==> src/rtl/qb_digit_out.sv <==
module qb_digit_out (
  input  logic       clk,
  input  logic       rst,
  input  logic       strobe,
  input  logic [6:0] qb,
  output logic [3:0] digit,
  output logic       chk,
  output logic       fault,
  output logic       halt
);

  logic q8, q6, q4, q2, q0, b1, b0;
  assign {q8, q6, q4, q2, q0, b1, b0} = qb;

  logic grp_even, grp_odd;
  assign grp_even = q0 | q6;
  assign grp_odd  = q2 | q4 | q8;

  logic bin_bad, grp_bad, pair_bad;
  assign bin_bad  = ~(b0 ^ b1);
  assign grp_bad  = ~(grp_even ^ grp_odd);
  assign pair_bad = (q0 & q6) | (q2 & q4) | (q2 & q8) | (q4 & q8);
  assign fault    = bin_bad | grp_bad | pair_bad;

  logic [3:0] raw;
  assign raw[0] = b1;
  assign raw[1] = q2 | q6 | (q0 & b0);
  assign raw[2] = q4 | q6;
  assign raw[3] = q8 | (q0 & b0);

  assign digit = fault ? 4'b0000 : raw;
  assign chk   = ~fault & ((grp_even & b0) | (grp_odd & b1));

  always_ff @(posedge clk) begin
    if (rst)                  halt <= 1'b0;
    else if (strobe && fault) halt <= 1'b1;
  end


  p_fault_blank_r7: assert property (@(posedge clk) disable iff (rst)
    fault |-> (digit == 4'b0000 && !chk));

  p_digit_legal_r2: assert property (@(posedge clk) disable iff (rst)
    !fault |-> (digit != 4'b0000 && (digit <= 4'd9 || digit == 4'b1010)));
  p_odd_parity_r3: assert property (@(posedge clk) disable iff (rst)
    !fault |-> ($countones({digit, chk}) % 2 == 1));

  p_halt_set_r8: assert property (@(posedge clk) disable iff (rst)
    (strobe && fault) |=> halt);

  p_halt_sticky_r9: assert property (@(posedge clk) disable iff (rst)
    halt |=> halt);
  p_halt_quiet_r9: assert property (@(posedge clk) disable iff (rst)
    (!halt && !(strobe && fault)) |=> !halt);

endmodule

==> config.mk <==
export PLATFORM = sky130hd
export DESIGN_NAME = qb_digit_out
export DESIGN_NICKNAME = d
export VERILOG_FILES = /design/src/rtl/qb_digit_out.sv
export SDC_FILE = /design/constraint.sdc
export NUM_CORES = 1
export LEC_CHECK = 0
export BUFFER_PORTS_ARGS = -buffer_cell sky130_fd_sc_hd__buf_2
export CAP_MARGIN = 40
export CELL_PAD_IN_SITES_DETAIL_PLACEMENT = 0
export CELL_PAD_IN_SITES_GLOBAL_PLACEMENT = 1
export CORE_AREA = 2 2 39 41
export DETAILED_ROUTE_END_ITERATION = 16
export DIE_AREA = 0 0 41 43
export PLACE_DENSITY = 0.54
export SETUP_SLACK_MARGIN = 0.05
export SLEW_MARGIN = 25
export SYNTH_ARGS = -nofsm -noshare
export SYNTH_HDL_FRONTEND = slang
export SYNTH_SLANG_ARGS = --single-unit
==> constraint.sdc <==
create_clock -name clk -period 0.8 [get_ports clk]
set_input_delay 0 -clock clk [delete_from_list [all_inputs] [get_ports clk]]
set_output_delay 0 -clock clk [all_outputs]
set_load 0.01 [all_outputs]
* Word level (Yosys, flattened, before mapping)
Index checks and enable logic that the tools add are counted.
** Word-level totals
- Bits in registers :: 1
- Bits in latches :: 0
- Bits in writable memories :: 0
- Bits in read-only memories :: 0
- Output and inout port bits :: 7
- Word-level logic and storage cells :: 29
- Memories :: 0
** Cells by class
- $add $sub $neg :: 0
- Multiply operators :: 0
- Div/mod/pow operators :: 0
- Order comparisons :: 0
- Equality and inequality tests :: 0
- Shifts and indexed selects :: 0
- Multiplexer cells :: 1
- Bitwise gates (word level) :: 26
- Reduce and logical (&&, ||, !) cells :: 1
** Operator list (count)
- bitwise OR 1 bit :: 13
- bitwise AND 1 bit :: 8
- 2-to-1 mux 4 bit :: 1
- NOT 1 bit :: 3
- bitwise XOR 1 bit :: 2
- logical AND 1 bit :: 1

* Depth between registers and ports, before layout
- Word-level depth :: 8
- Gate-level depth with buffers :: 4
- Mapped depth without buffers :: 4

* Worst setup path before layout
Ideal clock, no wire load.
- Kind :: input to output
- From :: input qb[5]
- To :: output digit[1]
- Data arrival time :: 0.779 ns
- Required time :: 0.800 ns
- Setup slack :: 0.021 ns
- Stages :: 4
- Path buffers :: 0
- Cell sequence :: xor2_1 o21ai_1 o31ai_4 a21boi_1
** Between the ends
- Word-level cells in the longest chain between the ends :: 6
- Elaborated cells on any way between the ends :: 12
** RTL lines
- start: declaration :: RTL line 5 : input logic [6:0] qb,
- bitwise AND 1 bit / bitwise OR 1 bit (equally long branches) :: RTL line 22, 16
- bitwise OR 1 bit / bitwise XOR 1 bit (equally long branches) :: RTL line 22, 21
- bitwise OR 1 bit / NOT 1 bit (equally long branches) :: RTL line 22, 21
- bitwise OR 1 bit, on equally long branches :: RTL line 22, 23
- bitwise OR 1 bit :: RTL line 23 : assign fault = bin_bad | grp_bad | pair_bad;
- 2-to-1 mux 4 bit * :: RTL line 31 : assign digit = fault ? 4'b0000 : raw;
- end: declaration :: RTL line 6 : output logic [3:0] digit,
Mark *: on every way between the ends. The rest lies on a longest branch, timed or not.

* Worst setup path after layout
- From :: input qb[2]
- To :: output digit[2]
** Between the ends
- Word-level cells in the longest chain between the ends :: 6
- Elaborated cells on any way between the ends :: 10
** RTL lines (RTL line)
- bitwise AND 1 bit / bitwise OR 1 bit (equally long branches) :: 22, 16
- bitwise OR 1 bit / bitwise XOR 1 bit (equally long branches) :: 22, 21
- bitwise OR 1 bit / NOT 1 bit (equally long branches) :: 22, 21
- bitwise OR 1 bit, on equally long branches :: 22, 23
- bitwise OR 1 bit * :: 23
- 2-to-1 mux 4 bit * :: 31
Marks and branches as above.

==> metrics.md <==
| Metric | Value |
|---|---|
| Status | `finished, violations left` |
| Failing checks | `setup timing` |
| Final max-slew violation count | `0` |
| Peak VDD IR | `0.315 mV` |
| RSZ-0062 raised after global routing | `true` |
| Gr usage total | `0.0822` |
| Post-Syn Instances | `30` |
| ANT cells | `0` |
| Power per cell area | `~580 nW/um2` |
| Post-Syn Area | `roughly 230 um2` |
| Post-synthesis sequential area ratio | `0.0884` |
| Warnings from Yosys | `0` |
| Count of input and output buffers | `16` |
| Max stage delay on crit path | `roughly 0.28 ns` |
| Final ANT Viol Nets | `0` |
| Syn_nets | `40` |
| Site Rows | `14` |
| DR WL/cell | `between 9 and 10 um` |
| RR Endpoint | `halt` |
| Area of the die | `roughly 1800 um2` |
| WHS Endpoint | `halt` |
| Chip height | `between 40 and 50 um` |
| CP Max Fanout | `6` |
| # nets final | `68` |
| Wire length of the first global-routing pass | `1.11 mm` |
| Yosys reg bits | `1` |
| Top cells by area, synth | `o31ai_4, dfxtp_1, o21ai_0` |
| Internal reg-to-reg setup slack | `0.14 ns` |
| First-pass iteration count of the detailed router | `4` |
| Crit path DAT | `0.98 ns` |
| Setup Total Neg Slack | `-1.04 ns` |
| Storage cell area | `20.0 um2` |
| Rel. slew slack | `0.802` |
| I/O pins | `17` |
| Worst min path class | `in -> reg` |
| P&R area growth vs syn | `108%` |
| Vias post-DR | `roughly 330` |
| Pin slew with the least headroom to its limit | `between 0.2 and 0.3 ns` |
| Top cell type's share of synthesized area | `0.0939` |
| PnR worst setup slack | `-0.184 ns` |
| Setup Skew | `0 ns` |
| Fraction of layout cells with a size suffix above 1 | `0.714` |
| Layout Cells excl Fill | `72` |
| Multi-input logic area | `approximately 250 um2` |
| Max reg flops | `1` |
| Hold Vio Cnt, Final | `0` |
| Worst reg-to-reg path cell count | `2` |
| DP Wirelength | `561 um` |
| CP Buf/Inv Count | `2` |
| Crit path kind | `in -> out` |
| Vias per cell | `between 4 and 5` |
| Period utilization | `1.23` |
| Overflow after GRT | `0` |
| Worst-Skew Late Latency | `0 ns` |
| Clk slew on worst S/H paths | `0 ns` |
| CP required | `~0.8 ns` |
| Placer Congestion | `a little over 0.7` |
| DP Worst Slack | `-0.300 ns` |
| Worst path slowest cell | `o31ai_4` |
| Initial drt markers | `3` |
| Hold Crit Start | `rst` |
| Startpoint types | `input pin` |
| Core ar. | `between 1000 and 1500 um2` |
| Worst Setup End Kind | `output pin` |
| Yosys cell types | `21` |
| Top reg by flops | `halt` |
| WHS Path Cells | `2` |
| Initial antenna violation count | `0` |
| Final Critical Period | `~0.98 ns` |
| CP cell instances | `buf_12, xor2_4, o21ai_2, o31ai_4, o221a_1, buf_2` |
| Inst Count DP | `70` |
| Total Wirelength | `669 um` |
| Finish-stage setup viols | `7` |
| Pleak | `approximately 0.22 nW` |
| Starting Density | `0.164` |
| # DRC | `0` |
| Cell taking the most area after synthesis | `o31ai_4` |
| Biggest regs | `halt (1)` |
| Fmax | `approximately 1000 MHz` |
| Number of max-cap violations | `0` |
| Worst path top cell family by delay | `compound AO/OA/AOI/OAI gates` |
| R2r startpoint | `halt` |
| FILL cells | `145` |
| Vias in the first global route | `268` |
| Avg Inst Size Synth | `approximately 7.5 um2` |
| Hold_ws | `~0.17 ns` |
| Largest net degree at the start of global routing | `7` |
| Die X | `approximately 41 um` |
-- kinds of logic after synthesis --
family,Yosys count,synth area share
AO/OA/AOI/OAI,13,0.475
XOR/XNOR,1,0.0387
flip-flops,1,0.0884
AND/OR/NAND/NOR,15,0.398
-- synth_stat cells, drive strengths merged --
library cell and n:
a21boi 2, a21oi 1, and2 1, nor3 2, o221a 1, o31ai 1, dfxtp 1, and3 1
o22a 1, nor2b 1, nor2 4, a211oi 1, nand2b 1, o21ai 6, nand2 1, and2b 3
nor4b 1, xor2 1
-- metal layers --
layer | vias to the layer above | wire length [um] | global-route usage
li1 | 168 | - | -
met2 | 8 | 373 | 0.150
met3 | 0 | 19 | 0
met1 | 152 | 276 | 0.109
met4 | 0 | 0 | 0
met5 | - | 0 | 0
-- area by class of cell --
| type | count | area share |
|---|---|---|
| multi-input combinational | 29 | 0.532 |
| timing repair buffer | 26 | 0.383 |
| sequential | 1 | 0.0426 |
| tap | 16 | 0.0426 |
-- through the flow --
stage               cell area (um2)  total power (W)   util
global route                    470         0.000295  0.340
floorplan                       234         0.000136      -
finish                          470         0.000274  0.340
detailed placement              394         0.000232  0.285
CTS                             434         0.000258  0.314
global placement                394         0.000232  0.285
-- cells in the final DEF, fill, tap and decap left out, drive strengths merged --
master and instances:
a211oi 1, a21boi 2, a21oi 1, and2 1, and2b 3, and3 1
buf 26, dfxtp 1, nand2 1, nand2b 1, nor2 4, nor2b 1
nor3 2, nor4b 1, o21ai 6, o221a 1, o22a 1, o31ai 1
xor2 1
-- timing repair --
item,in CTS,in global routing
pin swaps,4,2
hold buffers,0,0
endpoints found under the hold margin,0,0
setup buffers,1,1
setup endpoints to repair,7,7
resized for setup,9,6
-- power breakdown --
| part | total, W | internal [W] | switching (W) |
|---|---|---|---|
| registers | 0.0000580 | 0.0000551 | 0.00000286 |
| clock network | 0 | 0 | 0 |
| logic | 0.000216 | 0.000119 | 0.0000968 |
-- worst max path at each step --
stage,startpoint,end,cells past startpoint
6_report,qb[2],digit[2],6
5_1_grt,qb[2],digit[2],6
4_1_cts,qb[2],digit[2],6
3_5_place_dp,qb[5],digit[2],6
3_3_place_gp,qb[5],digit[2],6
2_1_floorplan,qb[5],digit[2],4
(Power assumes the default switching activity.)
